File: config.mk
export PLATFORM = sky130hd
export DESIGN_NAME = usbh_cfg_regs
export DESIGN_NICKNAME = d
export VERILOG_FILES = /design/src/rtl/usbh_cfg_pkg.sv /design/src/rtl/usbh_mreg.sv /design/src/rtl/usbh_host_win.sv /design/src/rtl/usbh_link_win.sv /design/src/rtl/usbh_vnd_win.sv /design/src/rtl/usbh_cfg_regs.sv
export SDC_FILE = /design/constraint.sdc
export NUM_CORES = 1
export LEC_CHECK = 0
export BUFFER_PORTS_ARGS = -buffer_cell sky130_fd_sc_hd__buf_4
export CAP_MARGIN = 20
export CORE_MARGIN = 1
export CORE_UTILIZATION = 45
export DETAILED_ROUTE_END_ITERATION = 16
export PLACE_DENSITY_LB_ADDON = 0.05
export SYNTH_ARGS = -nofsm -noshare
export SYNTH_HDL_FRONTEND = slang
export SYNTH_SLANG_ARGS = --single-unit
File: constraint.sdc
create_clock -name clk -period 1.8 [get_ports clk]
set_input_delay 0.09 -clock clk [delete_from_list [all_inputs] [get_ports clk]]
set_output_delay 0.09 -clock clk [all_outputs]
set_load 0.005 [all_outputs]
File: src/rtl/usbh_cfg_pkg.sv
package usbh_cfg_pkg;
  localparam int DW = 32;

  localparam logic [1:0] SZ_BYTE = 2'b00;
  localparam logic [1:0] SZ_HALF = 2'b01;
  localparam logic [1:0] SZ_WORD = 2'b10;

  // host window offsets and values
  localparam logic [11:0] H_ID_OFF   = 12'h000;
  localparam logic [11:0] H_SYS_OFF  = 12'h010;
  localparam logic [11:0] H_STAT_OFF = 12'h014;
  localparam logic [11:0] H_CFG_OFF  = 12'h040;
  localparam logic [11:0] H_DBG_OFF  = 12'h044;
  localparam logic [DW-1:0] H_ID_VAL   = 32'h10;
  localparam logic [DW-1:0] H_STAT_VAL = 32'h7;
  localparam logic [DW-1:0] H_SYS_MASK = 32'h0000_311D;
  localparam logic [DW-1:0] H_SYS_RST  = 32'h1;
  localparam logic [DW-1:0] H_CFG_MASK = 32'h0000_1F3D;
  localparam logic [DW-1:0] H_CFG_RST  = 32'h700;
  localparam logic [DW-1:0] H_DBG_MASK = 32'h000F_00FF;
  localparam logic [DW-1:0] H_DBG_RST  = 32'h20;
  localparam int            SOFT_BIT   = 1;

  // link window offsets and values
  localparam logic [11:0] L_ID_OFF   = 12'h000;
  localparam logic [11:0] L_SYS_OFF  = 12'h010;
  localparam logic [11:0] L_STAT_OFF = 12'h014;
  localparam logic [11:0] L_IST_OFF  = 12'h018;
  localparam logic [11:0] L_IEN_OFF  = 12'h01C;
  localparam logic [DW-1:0] L_ID_VAL   = 32'h1;
  localparam logic [DW-1:0] L_STAT_VAL = 32'h1;
  localparam logic [DW-1:0] L_SYS_MASK = 32'hFFFF_FEE0;
  localparam logic [DW-1:0] L_SYS_RST  = 32'h1;

  // vendor window
  localparam logic [11:0]   V_ULPI_OFF  = 12'h0A4;
  localparam logic [DW-1:0] V_ULPI_MASK = 32'hF000_0000;
  localparam logic [DW-1:0] V_ULPI_RST  = 32'h0;
endpackage

File: src/rtl/usbh_mreg.sv
module usbh_mreg #(
  parameter int            W    = 32,
  parameter logic [W-1:0]  MASK = '1,
  parameter logic [W-1:0]  RSTV = '0
) (
  input  logic         clk,
  input  logic         rst,
  input  logic         clr,
  input  logic         we,
  input  logic [W-1:0] d,
  output logic [W-1:0] q
);
  // clear has priority over a write in the same cycle
  always_ff @(posedge clk) begin
    if (rst || clr) q <= RSTV;
    else if (we)    q <= d & MASK;
  end

  AST_HOLD_UNLESS_WRITTEN: assert property (@(posedge clk) disable iff (rst)
    (!we && !clr) |=> $stable(q));
endmodule

File: src/rtl/usbh_host_win.sv
module usbh_host_win
  import usbh_cfg_pkg::*;
#(
  parameter int AW = 10
) (
  input  logic          clk,
  input  logic          rst,
  input  logic          wr,
  input  logic          rd,
  input  logic [AW-1:0] off,
  input  logic [DW-1:0] wdata,
  output logic [DW-1:0] rval,
  output logic          bad,
  output logic          soft_rst
);
  logic hit_id, hit_sys, hit_stat, hit_cfg, hit_dbg, hit_ro, mapped;
  logic [DW-1:0] sys_q, cfg_q, dbg_q;

  assign hit_id   = (off == H_ID_OFF[AW-1:0]);
  assign hit_sys  = (off == H_SYS_OFF[AW-1:0]);
  assign hit_stat = (off == H_STAT_OFF[AW-1:0]);
  assign hit_cfg  = (off == H_CFG_OFF[AW-1:0]);
  assign hit_dbg  = (off == H_DBG_OFF[AW-1:0]);
  assign hit_ro   = hit_id | hit_stat;
  assign mapped   = hit_ro | hit_sys | hit_cfg | hit_dbg;

  assign soft_rst = wr & hit_sys & wdata[SOFT_BIT];

  usbh_mreg #(.W(DW), .MASK(H_SYS_MASK), .RSTV(H_SYS_RST)) u_sys (
    .clk(clk), .rst(rst), .clr(soft_rst), .we(wr & hit_sys), .d(wdata), .q(sys_q));
  usbh_mreg #(.W(DW), .MASK(H_CFG_MASK), .RSTV(H_CFG_RST)) u_cfg (
    .clk(clk), .rst(rst), .clr(soft_rst), .we(wr & hit_cfg), .d(wdata), .q(cfg_q));
  usbh_mreg #(.W(DW), .MASK(H_DBG_MASK), .RSTV(H_DBG_RST)) u_dbg (
    .clk(clk), .rst(rst), .clr(soft_rst), .we(wr & hit_dbg), .d(wdata), .q(dbg_q));

  always_comb begin
    rval = '0;
    if (hit_id)   rval = H_ID_VAL;
    if (hit_sys)  rval = sys_q;
    if (hit_stat) rval = H_STAT_VAL;
    if (hit_cfg)  rval = cfg_q;
    if (hit_dbg)  rval = dbg_q;
  end

  assign bad = (wr & (hit_ro | ~mapped)) | (rd & ~mapped);

  AST_SOFT_OVERRIDES_WRITE: assert property (@(posedge clk) disable iff (rst)
    soft_rst |=> (sys_q == H_SYS_RST && cfg_q == H_CFG_RST));
endmodule

File: src/rtl/usbh_link_win.sv
module usbh_link_win
  import usbh_cfg_pkg::*;
#(
  parameter int AW = 12
) (
  input  logic          clk,
  input  logic          rst,
  input  logic          soft_rst,
  input  logic          wr,
  input  logic [AW-1:0] off,
  input  logic [DW-1:0] wdata,
  output logic [DW-1:0] rval,
  output logic          bad
);
  logic hit_sys;
  logic [DW-1:0] sys_q;

  assign hit_sys = (off == L_SYS_OFF[AW-1:0]);

  usbh_mreg #(.W(DW), .MASK(L_SYS_MASK), .RSTV(L_SYS_RST)) u_sys (
    .clk(clk), .rst(rst), .clr(soft_rst), .we(wr & hit_sys), .d(wdata), .q(sys_q));

  always_comb begin
    rval = '0;
    if (off == L_ID_OFF[AW-1:0])   rval = L_ID_VAL;
    if (hit_sys)                   rval = sys_q;
    if (off == L_STAT_OFF[AW-1:0]) rval = L_STAT_VAL;
    // interrupt status and enable read as zero
  end

  // only sysconfig is writable; every other write is rejected
  assign bad = wr & ~hit_sys;

  AST_LINK_SOFT_CLEAR: assert property (@(posedge clk) disable iff (rst)
    soft_rst |=> (sys_q == L_SYS_RST));
endmodule

File: src/rtl/usbh_vnd_win.sv
module usbh_vnd_win
  import usbh_cfg_pkg::*;
#(
  parameter int AW = 10
) (
  input  logic          clk,
  input  logic          rst,
  input  logic          soft_rst,
  input  logic          wr,
  input  logic [AW-1:0] off,
  input  logic [DW-1:0] wdata,
  output logic [DW-1:0] rval
);
  logic hit;
  logic [DW-1:0] ulpi_q;

  assign hit = (off == V_ULPI_OFF[AW-1:0]);

  // hardware reset only: soft reset does not reach this register
  usbh_mreg #(.W(DW), .MASK(V_ULPI_MASK), .RSTV(V_ULPI_RST)) u_ulpi (
    .clk(clk), .rst(rst), .clr(1'b0), .we(wr & hit), .d(wdata), .q(ulpi_q));

  assign rval = hit ? ulpi_q : '0;

  AST_ULPI_SURVIVES_SOFT: assert property (@(posedge clk) disable iff (rst)
    (soft_rst && !(wr && hit)) |=> $stable(ulpi_q));
endmodule

File: src/rtl/usbh_cfg_regs.sv
module usbh_cfg_regs
  import usbh_cfg_pkg::*;
#(
  parameter int ADDR_W  = 12,
  parameter int SMALL_W = 10
) (
  input  logic              clk,
  input  logic              rst,
  input  logic              sel_link,
  input  logic              sel_host,
  input  logic              sel_vnd,
  input  logic              wr_en,
  input  logic              rd_en,
  input  logic [ADDR_W-1:0] addr,
  input  logic [DW-1:0]     wdata,
  input  logic [1:0]        size,
  output logic [DW-1:0]     rdata,
  output logic              err,
  output logic              irq_link,
  output logic              irq_ehci
);
  logic word, any_sel, acc_any, rd_ok, wr_ok;
  logic host_bad, link_bad, soft_rst;
  logic [DW-1:0] host_rv, link_rv, vnd_rv, rd_mux;

  assign word    = (size == SZ_WORD);
  assign any_sel = sel_link | sel_host | sel_vnd;
  assign acc_any = any_sel & (rd_en | wr_en);
  assign rd_ok   = rd_en & word;
  assign wr_ok   = wr_en & word;

  usbh_host_win #(.AW(SMALL_W)) u_host (
    .clk(clk), .rst(rst), .wr(sel_host & wr_ok), .rd(sel_host & rd_ok),
    .off(addr[SMALL_W-1:0]), .wdata(wdata), .rval(host_rv), .bad(host_bad),
    .soft_rst(soft_rst));

  usbh_link_win #(.AW(ADDR_W)) u_link (
    .clk(clk), .rst(rst), .soft_rst(soft_rst), .wr(sel_link & wr_ok),
    .off(addr), .wdata(wdata), .rval(link_rv), .bad(link_bad));

  usbh_vnd_win #(.AW(SMALL_W)) u_vnd (
    .clk(clk), .rst(rst), .soft_rst(soft_rst), .wr(sel_vnd & wr_ok),
    .off(addr[SMALL_W-1:0]), .wdata(wdata), .rval(vnd_rv));

  always_comb begin
    rd_mux = '0;
    if (sel_host)      rd_mux = host_rv;
    else if (sel_link) rd_mux = link_rv;
    else if (sel_vnd)  rd_mux = vnd_rv;
  end

  always_ff @(posedge clk) begin
    if (rst) begin
      rdata <= '0;
      err   <= 1'b0;
    end else begin
      rdata <= (rd_ok & any_sel) ? rd_mux : '0;
      err   <= (acc_any & ~word) | host_bad | link_bad;
    end
  end

  assign irq_link = 1'b0;
  assign irq_ehci = 1'b0;

  AST_NARROW_FLAGGED: assert property (@(posedge clk) disable iff (rst)
    (acc_any && !word) |=> err);
  AST_NARROW_READ_ZERO: assert property (@(posedge clk) disable iff (rst)
    (rd_en && any_sel && !word) |=> (rdata == '0));
  AST_RDATA_IDLE_ZERO: assert property (@(posedge clk) disable iff (rst)
    !(rd_ok && any_sel) |=> (rdata == '0));
  AST_SELECT_EXCLUSIVE: assert property (@(posedge clk) disable iff (rst)
    $onehot0({sel_link, sel_host, sel_vnd}));
endmodule

==> flow_metrics.tcl, run 1 <==
set metrics [dict create \
    outcome "finished, final reports clean" \
    io_pins 88 \
    critical-path-top-cell-by-count "buf_4" \
    netlist_top_cells_area "dfxtp_1 49%, a21oi_1 7.5%, nand3_1 4.7%" \
    nNetsFinal 590 \
    yosys.area.top_type "dfxtp_1" \
    power_leakage_nw 1.91 \
    routedWlPerCell_um 16.9 \
    fin_tns_setup_ns 0 \
    timing.critical_path.buf_inv 4 \
    drt_iter0_markers 211 \
    setup_ws_ns 0.0870 \
    cts_made_buffers 9 \
    timing.rr.start "u_host.u_dbg.q[0]" \
    path_depth 8 \
    grt_remaining_overflow 0 \
    n_antenna_cell 0 \
    whs_ns 0.00954 \
    synth_cell_types 48 \
    seq_power_share_pct 55.6 \
    p_clk_share_pct 36.4 \
    clockBufferDepth 2 \
    async_reset_ff_share_pct 0 \
    r2r_slack_ns 0.62 \
    slowest_delay_ns 0.54 \
    hpwlAfterDp_um 6880 \
    grt_pass1_vias 3542 \
    die_area_um2 8820 \
    clk_latency_ns 0.36 \
    peakVddDrop_mv 0.429 \
    portBuffers 85 \
    fp.dieH_um 93.9 \
    place_inst 606 \
    rsz0062_at_grt "false" \
    synth_flop_cell "dfxtp_1" \
    min_period_over_period_pct 95.2 \
    yosys_warnings 0 \
    path_max_fanout 8 \
    yosysSeqAreaShare_pct 49.0 \
    core_um2 8180 \
    max_cap_violations 0 \
    p_int_mw 2.77 \
    crit_required_ns 2.10 \
    tightestPinTransition_ns 0.602 \
    path_clk_slew_ns 0.10 \
    routed_wl_um 10900 \
    finalNonFillerCells 647 \
    powerDensity_nw_per_um2 729 \
    synth_seq_cells 93 \
    period_minus_slack_ns 1.71 \
    maxSlewViolCount 0 \
    grt_usage_pct 26.0 \
    grt_max_degree 34 \
    place_congestion 0.856 \
    first_pass_iters 5 \
    worst_setup_path_start_kind "primary input" \
    synth_edf_count 0 \
    hold_viol_final 0 \
    netlist_area_um2 3800 \
    min_path_type "primary input to flip-flop" \
    grt_pass1_wl_um 17900 \
    final_common_cell "buf_4" \
    vias 3704 \
    rows 33 \
    setup_viol 0 \
    areaGrowthSynthToFinish_pct 33.7 \
    cts.sinks 93 \
    synthCells 427 \
    pre_cts_ws_ns -0.0611 \
    routed_via_density 5.72 \
    root_buffer "clkbuf_8" \
    path_cells "dlygate4sd3_1 > buf_4 > nor4bb_1 > nand3_1 > buf_4 > nor2_2 > buf_4 > a22o_1" \
    initial_core_util_pct 46.5 \
    postRouteAntennaNets 0 \
    crit_path_start "rst" \
    endpoint_kind "flip-flop" \
    cts_tree "done" \
    r2r-end "rdata[0]" \
    antenna_found_initial 0 \
    finish.instance_area_um2 5080 \
    total_power_mw 3.71 \
    p_comb_share_pct 8.1 \
    postLayoutCoreUtil_pct 62.2 \
    critPathKind "primary input to flip-flop" \
    clock.fmax_ghz 0.584 \
    syn_area_per_cell_um2 8.90 \
    cpLargestDelayFamily "buffers and inverters" \
    place_area_um2 4640 \
    drive_above_1_share_pct 25.8 \
    power.switching_uw 930 \
    switching_share_pct 25.1 \
    crit_arrival_ns 2.02 \
    htreeDepth 3 \
    max-slew-margin-rel_pct 59.8 \
    r2r_cells 3 \
    cpMaxStageDelayCell "dlygate4sd3_1" \
    worstSetupEndpoint "rdata[18]" \
    post-route-drc-count 0 \
    final_cell_mix "107 x buf_4, 93 x dfxtp_1, 57 x a21oi_1" \
    fin_skew_ns 0.00804 \
    die-width_um 93.9 \
    synth_top_area_share_pct 49.0 \
]
-- synthesized netlist by cell type, types with 8 or more instances --
cell type,n
dfxtp_1,93
a21oi_1,57
nand3_1,36
o21ai_1,30
o21ai_0,29
nand4_1,27
a22o_1,15
clkbuf_1,15
buf_2,14
and2_1,12
nor2_1,12
nand2_1,9
buf_4,8
nor3_1,8
-- how the worst min path moves through the flow --
stage	endpoint	cells after the start	startpoint
final	u_link.u_sys.q[10]	3	wdata[10]
after global routing	u_link.u_sys.q[13]	3	wdata[13]
after CTS	u_link.u_sys.q[18]	3	wdata[18]
after detailed placement	u_vnd.u_ulpi.q[31]	2	rst
after global placement	u_vnd.u_ulpi.q[30]	2	rst
after floorplan	u_host.u_dbg.q[5]	2	wdata[5]
-- state kept, by name (all words and copies together) (netlist names) --
| name | count |
|---|---|
| err | 1 |
| rdata | 32 |
| u_host.u_cfg.q | 10 |
| u_vnd.u_ulpi.q | 4 |
| u_host.u_sys.q | 7 |
| u_link.u_sys.q | 27 |
| u_host.u_dbg.q | 12 |
-- final cells by class --
class | instances | area, um2
Fill cell | 741 | 3090
Sequential cell | 93 | 1860
Multi-Input combinational cell | 291 | 1710
Timing Repair Buffer | 138 | 1170
Clock buffer | 10 | 138
Tap cell | 105 | 131
Clock inverter | 6 | 52.6
Inverter | 4 | 15.0
-- power groups by stage --
stage	combinational, mW	sequential (mW)	clock (mW)
3_3_place_gp	0.251	2.11	0
6_report	0.298	2.06	1.35
4_1_cts	0.292	2.06	1.38
2_1_floorplan	0.107	2.11	0
5_1_grt	0.320	2.06	1.48
3_5_place_dp	0.251	2.11	0
-- cell families after synthesis --
family                 count (synthesis)  synth area share [%]
buffers and inverters                 44                  6.19
AOI/OAI and AO/OA                    149                  22.6
muxes                                  2                 0.593
DFF                                   93                  49.0
other                                  1                0.0987
and+or+nand+nor                      138                  21.6
-- worst reg2reg max path: cells and delay by family (launching register included) --
kind | cells | cell delay, ns
AOI/OAI and AO/OA | 3 | 0.72
DFF | 1 | 0.33
-- what timing repair did --
action	in CTS	in global routing
hold buffers	23	2
gates resized for setup	0	1
endpoints found under the hold margin	32	2
setup buffers	0	0
setup endpoints to repair	0	6
-- routing by layer --
metal	wire length (um)	global-route usage (%)
met5	0	0
met4	121	7.31
met3	621	3.72
met2	5110	40.6
met1	5060	37.2
Power figures use the tool's default switching activity.
==> run 2, diff against run 1 <==
SYNTH_HIERARCHICAL = 1   (was not set)
==> run 2 against run 1 <==
Against the previous run:
- clock skew fell by 0.0042 ns
- via count up 39%
- setup slack better by 0.29 ns
- final area grew 50%
==> flow_metrics.tcl, run 2 <==
set metrics [dict create \
    outcome "finished, final reports clean" \
    timing.critical_path.buf_inv 3 \
    core_um2 14500 \
    synth_most_common_cell "buf_4" \
    synth_cell_types 49 \
    tightestPinTransition_ns 0.919 \
    max_cap_violations 0 \
    vias 5154 \
    seq_power_share_pct 44.3 \
    powerDensity_nw_per_um2 611 \
    final_cell_mix "125 x buf_4, 106 x conb_1, 93 x dfxtp_1" \
    fp.dieH_um 124 \
    fin_tns_setup_ns 0 \
    yosys_warnings 6 \
    slowest_delay_ns 0.30 \
    min_period_over_period_pct 79.2 \
    finalNonFillerCells 1052 \
    grt_pass1_wl_um 26500 \
    die-width_um 124 \
    p_clk_share_pct 42.1 \
    postRouteAntennaNets 0 \
    critical-path-top-cell-by-count "buf_4" \
    cts_resized 0 \
    place_area_um2 7070 \
    routed_wl_um 16800 \
    top_regs "rdata (32), u_link/u_sys/q (27), u_host/u_dbg/q (12)" \
    synth_seq_cells 93 \
    cts-hold-fix-buffers 27 \
    io_pins 88 \
    p_int_mw 3.45 \
    rsz0062_at_grt "false" \
    min_path_type "primary input to flip-flop" \
    rows 44 \
    areaGrowthSynthToFinish_pct 14.6 \
    netlist_top_cells_area "dfxtp_1 28%, buf_4 12%, mux2i_1 8.6%" \
    final_common_cell "buf_4" \
    synth_edf_count 0 \
    synth_top_area_share_pct 27.9 \
    fin_skew_ns 0.00386 \
    grt_remaining_overflow 0 \
    crit_required_ns 2.02 \
    synth_flop_cell "dfxtp_1" \
    clk_latency_ns 0.35 \
    crit_arrival_ns 1.65 \
    portBuffers 85 \
    endpoint_kind "flip-flop" \
    path_max_fanout 10 \
    peakVddDrop_mv 0.452 \
    synthCells 761 \
    place_congestion 0.850 \
    largest_register_ffs 32 \
    first_pass_iters 6 \
    post-route-drc-count 0 \
    routedWlPerCell_um 16.0 \
    max-slew-margin-rel_pct 38.5 \
    yosys.area.top_type "dfxtp_1" \
    path_clk_slew_ns 0.07 \
    cpMaxStageDelayCell "nor4_2" \
    die_area_um2 15300 \
    synth_commonest_cells "105 x buf_4, 93 x dfxtp_1, 84 x nor2_1" \
    initial_core_util_pct 46.0 \
    nNetsFinal 916 \
    cts_tree "done" \
    drt_iter0_markers 224 \
    power_leakage_nw 2.81 \
    maxSlewViolCount 0 \
    period_minus_slack_ns 1.43 \
    cts.sinks 93 \
    netlist_area_um2 6660 \
    postCtsSetupBuffers 0 \
    power.switching_mw 1.22 \
    root_buffer "clkbuf_16" \
    routed_via_density 4.90 \
    grt_max_degree 37 \
    hpwlAfterDp_um 11800 \
    switching_share_pct 26.1 \
    largest_register "rdata" \
    grt_usage_pct 23.3 \
    critPathKind "primary input to flip-flop" \
    p_comb_share_pct 13.5 \
    syn_area_per_cell_um2 8.76 \
    path_cells "buf_4 > and2b_1 > and3_1 > inv_1 > nor4_2 > buf_4 > mux2i_1 > nand2_1" \
    drive_above_1_share_pct 28.9 \
    clock.fmax_ghz 0.701 \
    htreeDepth 3 \
    yosysSeqAreaShare_pct 27.9 \
    finish.instance_area_um2 7640 \
    cts_made_buffers 9 \
    antenna_found_initial 1 \
    grt_pass1_vias 5041 \
    cpLargestDelayFamily "simple AND/OR/NAND/NOR gates" \
    setup_viol 0 \
    place_inst 1009 \
    worst_setup_path_start_kind "primary input" \
    async_reset_ff_share_pct 0 \
    clockBufferDepth 2 \
    n_antenna_cell 0 \
    hold_viol_final 0 \
]
## run 2: final timing paths
kind / startpoint / endpoint / slack [ns] / depth (start not counted)
worst min register to register: u_host/u_cfg/q[8] / u_host/u_cfg/q[8] / 0.48 / 2
worst max register to register: u_host/u_cfg/q[2] / rdata[2] / 0.63 / 5
worst min-delay path: rst / err / 0.005 / 2
worst max-delay path: size[0] / u_host/u_cfg/q[9] / 0.37 / 8
## run 2: logic make-up after synthesis
logic type      Yosys count  share of synthesized area, %
compound gates          107                          13.6
xor+xnor                  1                         0.131
buf+inv                 205                          20.9
flops                    93                          27.9
mux                      57                          8.56
other cells               7                         0.394
simple gates            291                          28.5
## run 2: area by class of cell
cell class | instances | area, um2
Clock inverter | 5 | 57.6
Tap cell | 184 | 230
Sequential cell | 93 | 1860
Timing Repair Buffer | 157 | 1310
Multi-Input combinational cell | 562 | 3790
Inverter | 40 | 150
Fill cell | 1387 | 6840
Clock buffer | 11 | 243
## run 2: routing by layer
layer	up-vias	track usage, %	wire, um
met2	111	41.2	8450
met4	0	10.0	430
met5	-	0	0
met1	2416	27.7	7310
met3	28	3.48	595
li1	2599	-	-
## run 2: through the flow
step | util, % | total power [mW] | setup WS (ns) | hold WS [ns]
floorplan | - | 2.63 | 0.141 | 0.159
global placement | 48.8 | 2.69 | 0.0573 | 0.326
detailed placement | 48.8 | 2.70 | 0.00792 | 0.333
CTS | 52.8 | 4.72 | 0.391 | 0.00232
global route | 52.8 | 4.87 | 0.325 | 0.0207
finish | 52.8 | 4.66 | 0.374 | 0.00475
## run 2: power by group through the flow
stage,Clock [mW],Sequential (mW),Combinational [mW]
final,1.97,2.07,0.631
after global routing,2.11,2.07,0.693
after CTS,2.02,2.07,0.629
after detailed placement,0,2.12,0.581
after global placement,0,2.12,0.576
after floorplan,0,2.12,0.514
## run 2: worst register-to-register path, delay by kind of cell (launching register included)
family / cells / cell delay, ns
AOI/OAI and AO/OA: 2 / 0.34
and+or+nand+nor: 3 / 0.41
DFF: 1 / 0.34
